<file path="src/rtl/pwm_core.sv">
module pwm_core #(
  parameter int NCH   = 4,
  parameter int CW    = 20,
  parameter int NTICK = 2,
  parameter int AW    = 12
) (
  input  logic             clk,
  input  logic             rst_n,
  input  logic [NTICK-1:0] tick_i,
  input  logic             bus_wr,
  input  logic             bus_rd,
  input  logic [AW-1:0]    bus_addr,
  input  logic [31:0]      bus_wdata,
  output logic [31:0]      bus_rdata,
  output logic             irq_o,
  output logic [NCH-1:0]   pwm_o
);
  localparam int TSW  = (NTICK > 1) ? $clog2(NTICK) : 1;
  localparam int CHW  = (NCH > 1) ? $clog2(NCH) : 1;
  localparam int SYMB = 8;
  localparam int SLOT0 = 16;

  logic [AW-6:0]  slot;
  logic [2:0]     roff;
  logic           glob, bank_ok;
  logic [CHW-1:0] sel_ch;

  assign slot    = bus_addr[AW-1:5];
  assign roff    = bus_addr[4:2];
  assign glob    = (slot == '0);
  assign bank_ok = (int'(slot) >= SLOT0) && (int'(slot) < SLOT0 + NCH);
  assign sel_ch  = slot[CHW-1:0];

  logic g_en, g_dis, g_ier, g_idr, rd_pend;
  assign g_en    = bus_wr && glob && roff == 3'd1;
  assign g_dis   = bus_wr && glob && roff == 3'd2;
  assign g_ier   = bus_wr && glob && roff == 3'd4;
  assign g_idr   = bus_wr && glob && roff == 3'd5;
  assign rd_pend = bus_rd && glob && roff == 3'd7;

  logic [NCH-1:0] run, pend, mask;
  logic [CW-1:0]  duty_v [NCH];
  logic [CW-1:0]  per_v  [NCH];
  logic [CW-1:0]  cnt_v  [NCH];
  logic [31:0]    mode_v [NCH];

  for (genvar i = 0; i < NCH; i++) begin : g_ch
    logic           run_q, dn_q, sym_q, pend_q, mask_q;
    logic [TSW-1:0] ts_q;
    logic [CW-1:0]  duty_r, per_r, duty_a, per_a, cnt_q;
    logic           hit, tk, top, pe;

    assign hit = bus_wr && bank_ok && sel_ch == CHW'(i);
    assign tk  = (int'(ts_q) < NTICK) ? tick_i[ts_q] : 1'b0;
    assign top = (per_a == '0) || (cnt_q == per_a - 1'b1);
    assign pe  = run_q && tk && (sym_q ? (dn_q && cnt_q == '0) : top);

    always_ff @(posedge clk) begin
      if (!rst_n) begin
        run_q <= 1'b0; dn_q <= 1'b0; sym_q <= 1'b0; ts_q <= '0;
        pend_q <= 1'b0; mask_q <= 1'b0;
        duty_r <= '0; per_r <= '0; duty_a <= '0; per_a <= '0; cnt_q <= '0;
      end else begin
        if (hit && roff == 3'd0) begin
          ts_q  <= bus_wdata[TSW-1:0];
          sym_q <= bus_wdata[SYMB];
        end
        if (hit && roff == 3'd1) duty_r <= bus_wdata[CW-1:0];
        if (hit && roff == 3'd2) per_r  <= bus_wdata[CW-1:0];

        if (g_dis && bus_wdata[i])     run_q <= 1'b0;
        else if (g_en && bus_wdata[i]) run_q <= 1'b1;

        if (!run_q || (g_dis && bus_wdata[i])) begin
          cnt_q  <= '0;
          dn_q   <= 1'b0;
          duty_a <= (hit && roff == 3'd1) ? bus_wdata[CW-1:0] : duty_r;
          per_a  <= (hit && roff == 3'd2) ? bus_wdata[CW-1:0] : per_r;
        end else if (tk) begin
          if (!sym_q) begin
            if (top) begin
              cnt_q <= '0; duty_a <= duty_r; per_a <= per_r;
            end else cnt_q <= cnt_q + 1'b1;
          end else if (!dn_q) begin
            if (top) dn_q <= 1'b1;
            else     cnt_q <= cnt_q + 1'b1;
          end else begin
            if (cnt_q == '0) begin
              dn_q <= 1'b0; duty_a <= duty_r; per_a <= per_r;
            end else cnt_q <= cnt_q - 1'b1;
          end
        end

        if (pe)           pend_q <= 1'b1;
        else if (rd_pend) pend_q <= 1'b0;

        if (g_idr && bus_wdata[i])      mask_q <= 1'b0;
        else if (g_ier && bus_wdata[i]) mask_q <= 1'b1;
      end
    end

    assign run[i]    = run_q;
    assign pend[i]   = pend_q;
    assign mask[i]   = mask_q;
    assign pwm_o[i]  = run_q && (cnt_q < duty_a);
    assign duty_v[i] = duty_r;
    assign per_v[i]  = per_r;
    assign cnt_v[i]  = cnt_q;
    always_comb begin
      mode_v[i]            = '0;
      mode_v[i][TSW-1:0]   = ts_q;
      mode_v[i][SYMB]      = sym_q;
    end
  end

  assign irq_o = |(pend & mask);

  always_comb begin
    bus_rdata = '0;
    if (glob) begin
      case (roff)
        3'd3:    bus_rdata[NCH-1:0] = run;
        3'd6:    bus_rdata[NCH-1:0] = mask;
        3'd7:    bus_rdata[NCH-1:0] = pend;
        default: bus_rdata = '0;
      endcase
    end else if (bank_ok) begin
      case (roff)
        3'd0:    bus_rdata = mode_v[sel_ch];
        3'd1:    bus_rdata[CW-1:0] = duty_v[sel_ch];
        3'd2:    bus_rdata[CW-1:0] = per_v[sel_ch];
        3'd3:    bus_rdata[CW-1:0] = cnt_v[sel_ch];
        default: bus_rdata = '0;
      endcase
    end
  end

  logic [NCH*CW-1:0] cnt_flat;
  for (genvar i = 0; i < NCH; i++) begin : g_flat
    assign cnt_flat[i*CW +: CW] = cnt_v[i];
  end
endmodule


</file>
<file path="config.mk">
export PLATFORM = sky130hd
export DESIGN_NAME = pwm_core
export DESIGN_NICKNAME = d
export VERILOG_FILES = /design/src/rtl/pwm_core.sv
export SDC_FILE = /design/constraint.sdc
export NUM_CORES = 1
export LEC_CHECK = 0
export BUFFER_PORTS_ARGS = -buffer_cell sky130_fd_sc_hd__buf_2
export CORE_MARGIN = 1.5
export CORE_UTILIZATION = 30
export DETAILED_ROUTE_END_ITERATION = 8
export SYNTH_ARGS = -nofsm -noshare
export SYNTH_HDL_FRONTEND = slang
export SYNTH_SLANG_ARGS = --single-unit
</file>
<file path="constraint.sdc">
create_clock -name clk -period 3.2 [get_ports clk]
set_input_delay 0.16 -clock clk [delete_from_list [all_inputs] [get_ports clk]]
set_output_delay 0.16 -clock clk [all_outputs]
set_load 0.02 [all_outputs]
</file>
; ---- After elaboration in Yosys (flattened, before gate mapping)
; Index checks and enable logic that the tools add are counted.
; W data, S select, Z words.
[word_totals]
ff_bits = 424
inputBits = 50
out_inout_bits = 37
elab_cells = 339
[classes]
n_addsub = 12
order_cmp = 11
n_eq_ne = 30
mux = 122
bitwise_logic = 3
reduce_logical = 117
[ops]
columns = op, count
row1 = $mux W20, 82
row2 = $logic_not A20 Y1, 8
row3 = $sub A20 B1 Y20 const B, 8
row4 = $mux W32, 4
row5 = $bmux W20 S2, 3
row6 = $add A20 B1 Y20 const B, 4
row7 = $eq A20 B20 Y1, 4
row8 = $lt A20 B20 Y1, 4
row9 = $pmux W20 S4, 1
row10 = $bmux W32 S2, 1
row11 = $logic_and A1 B1 Y1, 57
row12 = $mux W1, 29
row13 = $ne A3 B3 Y1 const B, 8
row14 = $reduce_or A2 Y1, 12
row15 = $reduce_and A4 Y1, 4
row16 = $reduce_bool A2 Y1, 8
row17 = $eq A3 B3 Y1 const B, 4
row18 = $mux W12, 1
row19 = $ne A3 B1 Y1 const B, 4
row20 = $ne A3 B2 Y1 const B, 4
row21 = $pmux W4 S3, 1
row22 = $reduce_and A3 Y1, 4
row23 = $reduce_bool A3 Y1, 4
row24 = $logic_or A1 B1 Y1, 8
row25 = 17 further kinds, 28

; ---- Depth between registers and ports, before layout
[logic_depth]
ltp_word = 7
mapped_depth = 16
depth_no_buf = 12

; ---- Worst setup path before layout
; No wires, ideal clock.
[synth_timing]
path_type = register -> register
from = register g_ch[2].per_a[2]
to = register g_ch[2].duty_a[12]
setup_time_ns = 0.122
t_arrival_ns = 3.401
required_time_ns = 3.078
path_slack_ns = -0.323
path_stages_with_launch = 13
path_buffers = 2
synth_period_minus_slack_ns = 3.523
cell_sequence = dfxtp_1 or4_1 buf_2 or3_1 or4_1 a211oi_1 nand4_1 o41ai_4 and2_4 o21ai_4 buf_6 and3_1 a221o_1
[synth_between]
elab_chain_cells = 5
elab_cells_between_ends = 6
cone_classes = add/sub (1) / eq/ne (1) / reduce/logical (4)
[synth_rtl]
columns = element, line
row1 = start: declaration, 50  ; logic [CW-1:0] duty_r, per_r, duty_a, per_a, cnt_q;
row2 = start signal: assignment, 78  ; per_a <= (hit && roff == 3'd2) ? bus_wdata[CW-1:0] : per_r;
row3 = $sub A20 B1 Y20, 55  ; assign top = (per_a == '0) || (cnt_q == per_a - 1'b1);
row4 = $eq A20 B20 Y1, 55
row5 = $logic_or A1 B1 Y1 *, 55
row6 = $reduce_bool A3 Y1 (no line) *, n/a
row7 = $reduce_and A4 Y1 (no line) *, n/a
row8 = end signal: assignment, 77  ; duty_a <= (hit && roff == 3'd1) ? bus_wdata[CW-1:0] : duty_r;
row9 = end: declaration, 50
; Every way passes the cells marked *; elsewhere a longest branch is shown, timed or not.
; A chain may end at the register's enable or synchronous reset.

; ---- Worst setup path in the final report
[layout_timing]
from = register g_ch[0].per_a[11]
to = register g_ch[0].duty_a[16]
[layout_between]
elab_chain_cells = 5
elab_cells_between_ends = 6
cone_classes = add/sub (1) / eq/ne (1) / reduce/logical (4)
[layout_rtl]
columns = element, line
row1 = start: declaration, 50
row2 = start signal: assignment, 78
row3 = $sub A20 B1 Y20, 55
row4 = $eq A20 B20 Y1, 55
row5 = $logic_or A1 B1 Y1 *, 55
row6 = $reduce_bool A3 Y1 (no line) *, n/a
row7 = $reduce_and A4 Y1 (no line) *, n/a
row8 = end signal: assignment, 77
row9 = end: declaration, 50
; Marked as above.

==> run summary <==
After routing the design area is 34900 µm². Clock tree synthesis selected as its root buffer the cell sky130_fd_sc_hd__clkbuf_16. The synthesized-area fraction occupied by ao, oa, aoi and oai cells came out at 20.3%. The placer congestion estimate came out at 0.934.

The total count of hold-check failures in the final report is 0. The maximum achievable frequency is 281 MHz. In the layout the commonest cells are sky130_fd_sc_hd__nand2_1, sky130_fd_sc_hd__dfxtp_1, sky130_fd_sc_hd__buf_4. By area, the combinational part of the netlist is dominated by simple AND/OR/NAND/NOR gates.

The fraction of post-synthesis cell area in the top cell type by area came out at 31.3%. The clock transition at the register clock pins on the worst setup and hold paths after CTS is 0.06 ns. The die span in y came out at 304 µm. The CTS buffer count came out at 48. The share of final-layout standard cells stronger than drive strength 1 is 25.8%. In the synthesized netlist the dominant register cell turns out to be sky130_fd_sc_hd__dfxtp_1.

The worst setup path is captured at a flip-flop. The simple-gate portion of the synthesized area came out at 23.3%. Broken down by cell family, the worst path's largest delay share belongs to simple AND/OR/NAND/NOR gates. The aggregate global routing overflow came out at 0. The final critical path time including I/O delays and setup is 3.56 ns. Once placement completed, the tool counted placed cells totaling 4727. Across all setup checks in the final design, the least slack found is -0.359 ns.

The detailed-route wire length per cell came out at 23.3 µm. The TritonCTS clock tree is built. The number of rows in the core area is 110. The launch point of the worst reg-to-reg path is g_ch[0].per_a[11]$_SDFFE_PN0P_. The synthesized netlist devotes 3.92% of its cell area to XOR and XNOR gates. The flow ran to the end, but the final reports show violations.

The number of levels in the clock H-tree came out at 2. Setup violations remaining at the end of the flow were counted as 183. The detailed router's first-iteration violation count came out at 3227. The relative slew slack is 33.0%.

The average cell area after synthesis is 7.91 µm². The post-synthesis cell area is 27100 µm². The share of synthesized area spent on multiplexers is 9.75%.

Dividing the detail-routed via count by the number of cells gives 5.79. The final setup skew is 0.0194 ns. The number of antenna violations at the first check in global routing came to 4.

Summed over all cells, the static leakage comes to 0.0134 µW. The post-DP HPWL came out at 80.1 mm. The clock latency reported for the late side of the worst-skew pair is 0.61 ns. The synthesized instance count is 3432.

The area after detailed placement is 30800 µm². The transition time at the pin with the least slew margin came out at 0.977 ns. The count of antenna-violating nets left after detailed routing is 0. The number of pins with negative max-slew slack in the final report is 0. The final-stage net count came out at 3804. For this design, the sink count on the clock tree is 424. The post-synthesis adder-cell area fraction came out at 4.43%. Compared with the post-synthesis result, the final layout area differs by 28.5%. For this run, the number of Yosys warnings is 0. The critical path startpoint is g_ch[0].per_a[11]$_SDFFE_PN0P_. The register bit total from synthesis is 424.

The leading cell type in the layout, fill and taps excluded is sky130_fd_sc_hd__nand2_1. The die area came out at 92300 µm². The slowest stage of the critical path is the sky130_fd_sc_hd__or4_4 cell. In this run, synthesis inferred 0 flip-flops with an integrated enable. The max-capacitance violation count is 0. Across all layers, the routed design uses 28200 vias. The total DRC errors in the routed layout came out at 0. The path class of the tightest hold or removal check is in -> reg. STA puts the critical path data required time at 3.74 ns.

The non-filler instance count after layout is 4869. Data arrives at the worst endpoint at 4.10 ns. The number of input and output port buffers inserted is 60. The cell taking the most area after synthesis is sky130_fd_sc_hd__dfxtp_1. Setup repair after global routing could not meet its margin everywhere. Together, buffers and inverters on the worst path number 3. The final reports fail on negative setup slack. The via count of the first global-routing pass was 25700.

STA classifies the critical path startpoint as a flip-flop. The power per standard cell area came out at 342 nW/µm². The fraction of registers with async set/reset is 0%. The length of the first detailed-routing pass in iterations came out at 6. Summed over all layers, the routed wires come to 113 mm.

Of all nets on the critical path, the largest fanout is 10. The startpoint identified for the worst hold timing path is bus_wdata[19]. The floorplan die width came out at 304 µm. Traced cell by cell, the critical path runs through or4_4 -> or4_4 -> or3_4 -> o21a_1 -> a211o_1 -> nor4b_4 -> buf_6 -> nor2_4 -> o31ai_4 -> buf_6 -> clkbuf_16 -> o221ai_1 -> nor2_1.

The first-pass GRT wire length came out at 165 mm. VDD sags by at most 0.000325 V. The starting utilization of the core area is 30.2%. Entering global routing, the biggest net connects 94 pins. The final period utilization came out at 111%.

The share of the Yosys chip area taken by registers is 31.3%. The post-synthesis cell type count came out at 93. Sorting the synthesized cells by area gives the leading types as sky130_fd_sc_hd__dfxtp_1, sky130_fd_sc_hd__nand2_1, sky130_fd_sc_hd__a21oi_1. Across every metal layer, demand over resource in global routing totals 22.9%. The maximum buffer depth of the clock tree is 3.

The sum of negative setup slack came out at -44.66 ns. The longest individual stage delay on the worst path is 0.53 ns. The number of I/O pins is 87. The class of the most critical setup path is reg -> reg. The total core area is 89900 µm².
==> area by class of cell <==
cell class	count	area [µm²]
well taps	1176	1470
multi-input cells	2555	18500
clock inverters	20	274
clock buffers	64	1370
flip-flops and latches	424	8510
diodes	1	2.50
repair buffers	471	4190
inverters	158	598
fillers	8953	55000
==> sequential cells by signal (all words and copies together) (netlist names) <==
| signal | count |
|---|---|
| g_ch.cnt_q | 80 |
| g_ch.dn_q | 4 |
| g_ch.ts_q | 4 |
| g_ch.mask_q | 4 |
| g_ch.run_q | 4 |
| g_ch.per_a | 80 |
| g_ch.pend_q | 4 |
| g_ch.duty_r | 80 |
| g_ch.sym_q | 4 |
| g_ch.duty_a | 80 |
| g_ch.per_r | 80 |
==> worst paths after layout <==
kind | slack [ns] | cells after the start | end
max | -0.36 | 13 | g_ch[0].duty_a[16]$_SDFFE_PN0P_
min | 0.05 | 3 | g_ch[2].per_r[19]$_SDFF_PN0_
max reg2reg | -0.36 | 13 | g_ch[0].duty_a[16]$_SDFFE_PN0P_
min reg2reg | 0.48 | 2 | g_ch[2].pend_q$_SDFFE_PN0P_
==> synth_stat cells, drive strengths merged, types with 27 or more instances <==
cell type  number
a21o           27
a21oi         288
a221o          63
a22oi          33
and2           38
and3           78
buf            71
clkbuf        238
dfxtp         424
ha             96
inv           157
mux2           28
mux2i          91
mux4           63
nand2         531
nand3          91
nor2          248
nor3          121
nor4           50
o21ai         105
o221ai         64
xnor2          72
xor2           47
==> power by group <==
group / total, µW / internal, µW / switching [µW]
combinational: 716 / 247 / 469
sequential: 5280 / 5280 / 2.00
clock: 5920 / 3490 / 2430
==> cells by family (layout without fill, tap and decap cells) <==
logic type	count (synthesis)	in the layout
AOI/OAI and AO/OA	806	807
and+or+nand+nor	1336	1338
xor gates and xnor gates	120	120
buffers and inverters	467	713
adders and majority gates	96	96
DFF	424	424
muxes	182	182
other	1	13
==> worst reg2reg max path, delay by kind of cell, from the launching register on <==
family                 cells  cell delay, ns
AND/OR/NAND/NOR            6            1.85
AO/OA/AOI/OAI              4            0.81
buffers and inverters      3            0.55
flip-flops                 1            0.31
==> metal layers <==
metal	global-route usage, %	part of all wire [%]	wire [µm]
met5	0	0.017	19
met4	9.27	4.6	5160
met1	31.4	42	47500
met2	35.2	43	48700
met3	4.60	11	12000
==> through the flow <==
step | setup slack (ns) | total power (µW) | hold slack (ns) | util, %
after floorplan | -0.281 | 5740 | 0.298 | -
after global placement | -0.353 | 5970 | 0.467 | 34.2
after detailed placement | -0.434 | 5970 | 0.473 | 34.2
after CTS | -0.265 | 11900 | 0.00536 | 36.9
after global routing | -0.467 | 12200 | 0.0344 | 38.8
final | -0.359 | 11900 | 0.0463 | 38.8
==> repair_timing <==
action | in CTS | in global routing
endpoints found under the hold margin | 24 | 0
pin swaps | 59 | 141
buffers inserted | 6 | 32
endpoints found under the setup margin | 223 | 248
hold buffers | 4 | 0
gates resized for setup | 138 | 263
gates cloned | 3 | 17
Power figures use the tool's default switching activity.
